**src/rtl/ovf_timer_pkg.sv**
```systemverilog
package ovf_timer_pkg;
  localparam int CTRL_EN   = 0;
  localparam int CTRL_CMP  = 1;
  localparam int CTRL_CLR  = 2;
  localparam int CTRL_STOP = 3;
  localparam int CTRL_FLAG = 4;
  localparam int CTRL_BITS = 5;

  localparam logic ADDR_CTRL = 1'b0;
  localparam logic ADDR_CMP  = 1'b1;

  typedef struct packed {
    logic clearCnt;
    logic incCnt;
    logic loadCmp;
  } strobes_t;
endpackage

```
**src/rtl/ovf_timer_datapath.sv**
```systemverilog
module ovf_timer_datapath
  import ovf_timer_pkg::*;
#(
  parameter int CNT_W = 16
) (
  input  logic             clk,
  input  logic             rstN,
  input  strobes_t         stb,
  input  logic [CNT_W-1:0] wrData,
  output logic [CNT_W-1:0] count,
  output logic             atMax,
  output logic             atMatch
);
  localparam logic [CNT_W-1:0] ONE = {{(CNT_W-1){1'b0}}, 1'b1};

  logic [CNT_W-1:0] cmpReg;

  always_ff @(posedge clk or negedge rstN) begin
    if (!rstN) begin
      count <= '0;
    end else if (stb.clearCnt) begin
      count <= '0;
    end else if (stb.incCnt) begin
      count <= count + ONE;
    end
  end

  always_ff @(posedge clk or negedge rstN) begin
    if (!rstN) begin
      cmpReg <= '0;
    end else if (stb.loadCmp) begin
      cmpReg <= wrData;
    end
  end

  assign atMax   = &count;
  assign atMatch = (count == cmpReg);

  // an increment from all-ones lands on zero
  assert_wrap_zero_R2: assert property (@(posedge clk) disable iff (!rstN)
    stb.incCnt && atMax |=> count == '0);

  // an increment below all-ones adds exactly one
  assert_step_one_R1: assert property (@(posedge clk) disable iff (!rstN)
    stb.incCnt && !stb.clearCnt && !atMax |=> count == $past(count) + ONE);
endmodule

```
**src/rtl/ovf_timer_ctrl.sv**
```systemverilog
module ovf_timer_ctrl
  import ovf_timer_pkg::*;
#(
  parameter int CNT_W = 16
) (
  input  logic             clk,
  input  logic             rstN,
  input  logic             countTick,
  input  logic             wrEn,
  input  logic             wrAddr,
  input  logic [CNT_W-1:0] wrData,
  input  logic             atMax,
  input  logic             atMatch,
  output strobes_t         stb,
  output logic             ovfFlag,
  output logic             ovfIrq
);
  logic enReg, cmpMode, clrMatch, stopMode, halted;
  logic wrCtrl, disableNow, startNow, tickOk, matchClr, ovfEvent;

  assign wrCtrl     = wrEn && (wrAddr == ADDR_CTRL);
  assign disableNow = wrCtrl && !wrData[CTRL_EN] && enReg;
  assign startNow   = wrCtrl && wrData[CTRL_EN] && (!enReg || halted);
  assign tickOk     = countTick && enReg && !halted && !disableNow && !startNow;
  assign matchClr   = cmpMode && clrMatch && atMatch;
  assign ovfEvent   = tickOk && atMax && !matchClr;

  always_comb begin
    stb.clearCnt = disableNow || startNow || (tickOk && matchClr);
    stb.incCnt   = tickOk && !matchClr;
    stb.loadCmp  = wrEn && (wrAddr == ADDR_CMP);
  end

  always_ff @(posedge clk or negedge rstN) begin
    if (!rstN) begin
      enReg    <= 1'b0;
      cmpMode  <= 1'b0;
      clrMatch <= 1'b0;
      stopMode <= 1'b0;
    end else if (wrCtrl) begin
      enReg    <= wrData[CTRL_EN];
      cmpMode  <= wrData[CTRL_CMP];
      clrMatch <= wrData[CTRL_CLR];
      stopMode <= wrData[CTRL_STOP];
    end
  end

  always_ff @(posedge clk or negedge rstN) begin
    if (!rstN) begin
      halted  <= 1'b0;
      ovfFlag <= 1'b0;
      ovfIrq  <= 1'b0;
    end else begin
      if (ovfEvent && stopMode) halted <= 1'b1;
      else if (wrCtrl)          halted <= 1'b0;
      if (ovfEvent)                           ovfFlag <= 1'b1;
      else if (wrCtrl && !wrData[CTRL_FLAG])  ovfFlag <= 1'b0;
      ovfIrq <= ovfEvent;
    end
  end

  assert_irq_single_R10: assert property (@(posedge clk) disable iff (!rstN)
    ovfIrq |=> !ovfIrq);

  assert_irq_sets_flag_R2: assert property (@(posedge clk) disable iff (!rstN)
    ovfIrq |-> ovfFlag);

  assert_flag_sticky_R9: assert property (@(posedge clk) disable iff (!rstN)
    $fell(ovfFlag) |-> $past(wrCtrl && !wrData[CTRL_FLAG]));

  assert_no_overflow_R3: assert property (@(posedge clk) disable iff (!rstN)
    tickOk && matchClr |=> !ovfIrq);

  assert_disable_clear_R5: assert property (@(posedge clk) disable iff (!rstN)
    disableNow |=> !ovfIrq && !enReg);

  assert_restart_R7: assert property (@(posedge clk) disable iff (!rstN)
    startNow |=> !halted && enReg);
endmodule

```
**src/rtl/ovf_timer.sv**
```systemverilog
module ovf_timer
  import ovf_timer_pkg::*;
#(
  parameter int CNT_W = 16
) (
  input  logic             clk,
  input  logic             rstN,
  input  logic             countTick,
  input  logic             wrEn,
  input  logic             wrAddr,
  input  logic [CNT_W-1:0] wrData,
  output logic [CNT_W-1:0] count,
  output logic             ovfFlag,
  output logic             ovfIrq
);
  strobes_t stb;
  logic atMax, atMatch;

  initial begin
    if (CNT_W < CTRL_BITS) $error("CNT_W too small for control word");
  end

  ovf_timer_ctrl #(.CNT_W(CNT_W)) u_ctrl (
    .clk(clk), .rstN(rstN), .countTick(countTick), .wrEn(wrEn),
    .wrAddr(wrAddr), .wrData(wrData), .atMax(atMax), .atMatch(atMatch),
    .stb(stb), .ovfFlag(ovfFlag), .ovfIrq(ovfIrq)
  );

  ovf_timer_datapath #(.CNT_W(CNT_W)) u_dp (
    .clk(clk), .rstN(rstN), .stb(stb), .wrData(wrData),
    .count(count), .atMax(atMax), .atMatch(atMatch)
  );
endmodule

```
**config.mk**
```make
export PLATFORM = sky130hd
export DESIGN_NAME = ovf_timer
export DESIGN_NICKNAME = d
export VERILOG_FILES = /design/src/rtl/ovf_timer_pkg.sv /design/src/rtl/ovf_timer_datapath.sv /design/src/rtl/ovf_timer_ctrl.sv /design/src/rtl/ovf_timer.sv
export SDC_FILE = /design/constraint.sdc
export NUM_CORES = 1
export LEC_CHECK = 0
export ABC_AREA = 1
export CAP_MARGIN = 0
export CORE_MARGIN = 2
export CORE_UTILIZATION = 25
export CTS_CLUSTER_SIZE = 12
export DETAILED_ROUTE_END_ITERATION = 10
export GPL_TIMING_DRIVEN = 0
export PLACE_DENSITY_LB_ADDON = 0.08
export SLEW_MARGIN = 20
export SYNTH_ARGS = -nofsm -noshare
export SYNTH_HDL_FRONTEND = slang
export SYNTH_SLANG_ARGS = --single-unit
```
**constraint.sdc**
```tcl
create_clock -name clk -period 2 [get_ports clk]
set_input_delay 0.4 -clock clk [delete_from_list [all_inputs] [get_ports clk]]
set_output_delay 0.4 -clock clk [all_outputs]
set_load 0.01 [all_outputs]
```
==> results.cfg <==
[floorplanning]
dieWidth_um = 99.2
die_h_um = 99.2
coreArea_mm2 = 0.00876
rows = 34
start_util = 0.259
fp.dieArea_mm2 = 0.00985
pin_count = 39

[drt]
drt-total-wl_um = 6530
ant_nets = 0
vias = 2051
wire_per_inst_um = 14.0
drt_iter0_drc = 68
avgViaCountPerCell = 4.41
first_pass_iters = 4
drc_errors = 0

[sta]
maxSlewViolCount = 0
period_minus_slack_ns = 1.84
rsz0062_at_grt = no
max_freq_mhz = 542
setup_violations = 0
maxSlewHeadroom = 0.679
finalHoldViolCount = 0
skew_ns = 0.00866
tightestPinTransition_ns = 0.481
fin_crit_sh = 0.922

[layout]
syn2layout_area_growth_pct = 27.8
layout-drive-gt1-share = 0.0924
fin_util = 0.331
layout.nets = 378
num_antenna_cells = 0

[pwr]
clockPowerShare = 0.295
peakVddDrop_v = 0.000214
combPwrFrac = 0.236
p_sw_frac = 0.319
p_switching_mw = 0.662
pwr-share-seq = 0.468
intPower_mw = 1.41
p_leak_nw = 1.31
p_total_mw = 2.08
p_per_area_mw_per_mm2 = 716

[placement]
gp_congestion = 0.830
port_buffers = 38
dp_hpwl_um = 5160

[setup_path]
critPathArrivalTime_ns = 1.44
path_cells = clkdlybuf4s50_1
r2r_slack_ns = 0.28
max_stage_delay_ns = 0.61
reg2reg_depth = 7
cp-start-kind = flip-flop
r2r-start = u_dp.count[8]
crit_slowest_cell = clkdlybuf4s50_1
critical_path_class = flip-flop to primary output
cp-end-kind = primary output
required_ns = 1.60
timing.rr.end = u_dp.count[2]
crit_family = buffers and inverters
critPathMaxFanout = 7
cp_num_buf_inv = 1

[clocking]
cts_root_buf = clkbuf_8
clk_latency_ns = 0.29
clk_pin_slew_ns = 0.08
h-tree-depth = 2
cts_tree = built
postCtsSetupRepairBufs = 0
numCtsBuffers = 5
cts.repair.resized = 0
clockBufferDepth = 2
cts.sinks = 39

[yosys]
synthCells = 311
synth.area.top_cells = dfrtp_1 43%, nand2_1 14%, nor2_1 8.3%, inv_1 6.8%, xor2_1 3.5%
synth_edf_count = 0
synthFlopType = dfrtp_1
ys_seq_area_frac = 0.430
syn-num-nets = 333
yosys_warnings = 0
yosysTopAreaCellShare = 0.430
yosys-top-cells-count = 85 x nand2_1, 50 x nor2_1, 41 x inv_1
syn_area_mm2 = 0.00227
synth_top_area_cell = dfrtp_1
synthArstFlopShare = 1.00
synthDistinctLibCells = 23
synth_seq_cells = 39
syn_area_per_cell_um2 = 7.29
synth.most_common_cell = nand2_1

[global_routing]
antenna_found_initial = 0
use_met1 = 0.201
track_usage = 0.140
grt_max_degree = 24
grt_pass1_wl_um = 10700
grt_pass1_vias = 2022
grt-ovfl-total = 0
grtUsageMet2 = 0.211
met3_usage = 0.0267
top_usage_layer = met2

[min_path]
hp-class = input pin to asynchronous set/reset pin

[job]
cap_violations = 0

[run_status]
status = finished, final reports clean
## registers in the layout (all words and copies together) (netlist names)
| name | cells |
|---|---|
| u_ctrl.enReg | 1 |
| u_ctrl.stopMode | 1 |
| u_dp.cmpReg | 16 |
| u_dp.count | 16 |
| u_ctrl.ovfIrq | 1 |
| u_ctrl.cmpMode | 1 |
| u_ctrl.ovfFlag | 1 |
| u_ctrl.halted | 1 |
| u_ctrl.clrMatch | 1 |
## how the worst max path moves through the flow
stage	endpoint	cells after the start	startpoint	slack, ns
after global routing	u_dp.count[2]	10	u_dp.count[10]	0.08
after global placement	u_dp.cmpReg[10]	1	rstN	-0.63
final	count[6]	1	u_dp.count[6]	0.16
after detailed placement	u_dp.cmpReg[10]	5	wrAddr	-0.20
after floorplan	u_ctrl.halted	8	u_dp.count[1]	0.57
after CTS	u_dp.cmpReg[5]	5	wrAddr	0.1
## cells in the final DEF (no fill, tap or decap)
cell / Yosys / routed
nand2_1: 85 / 85
nor2_1: 50 / 50
inv_1: 41 / 41
dfrtp_1: 39 / 39
clkdlybuf4s50_1: 0 / 37
nand3_1: 13 / 13
o21ai_0: 12 / 12
a21oi_1: 11 / 11
nand4_1: 10 / 10
xor2_1: 9 / 9
nor3_1: 7 / 7
clkbuf_8: 0 / 7
nor2_2: 6 / 6
nand3_2: 4 / 4
nor2_4: 3 / 3
nand2_2: 3 / 3
xnor2_1: 3 / 3
mux2_2: 3 / 3
and3_1: 2 / 2
inv_2: 2 / 2
buf_6: 2 / 2
clkbuf_1: 3 / 2
o2111a_1: 1 / 1
nor4_1: 1 / 1
ha_1: 1 / 1
clkinvlp_4: 0 / 1
buf_2: 0 / 1
buf_12: 0 / 1
## metal layers
layer	share of wire	up-vias	wire length [um]
met5	0	-	0
met4	0.025	0	163
met3	0.034	10	225
met2	0.43	43	2800
met1	0.51	933	3340
li1	-	1065	-
## cells by family after synthesis
logic type / Yosys count / synth area share
AOI/OAI and AO/OA: 24 / 0.0557
xor gates and xnor gates: 12 / 0.0464
adders and majority gates: 1 / 0.00552
buffers and inverters: 48 / 0.0861
DFF: 39 / 0.430
muxes: 3 / 0.0149
and+or+nand+nor: 184 / 0.361
## cell type report
| cell class | instances | area, um^2 |
|---|---|---|
| inverters | 43 | 161 |
| clock buffers | 7 | 96.3 |
| flip-flops and latches | 39 | 976 |
| multi-input cells | 224 | 1100 |
| well taps | 108 | 135 |
| repair buffers | 39 | 395 |
| clock inverters | 1 | 7.51 |
| plain buffers | 4 | 30.0 |
| fillers | 1008 | 5870 |
## power by group through the flow
stage | registers (mW) | clock network (mW) | logic (mW)
after floorplan | 0.972 | 0 | 0.285
after CTS | 0.977 | 0.642 | 0.501
after global placement | 0.992 | 0 | 0.490
after global routing | 0.988 | 0.678 | 0.561
final | 0.973 | 0.613 | 0.490
after detailed placement | 0.993 | 0 | 0.497
## stage by stage
step                setup TNS (ns)  instance area [um^2]  hold WS, ns  std cells  setup slack, ns
floorplan                        0                  2270        0.104        311            0.571
detailed placement           -2.05                  2800        0.368        458           -0.203
CTS                              0                  2900       0.0447        466           0.0979
global placement            -26.35                  2780        0.474        457           -0.630
finish                           0                  2900       0.0334        465            0.156
global route                     0                  2900       0.0564        465           0.0763
## timing repair
action / in CTS / in global routing
setup endpoints to repair: 0 / 7
endpoints found under the hold margin: 0 / 0
hold buffers: 0 / 0
Note: power is estimated with default switching activity, not from simulation.
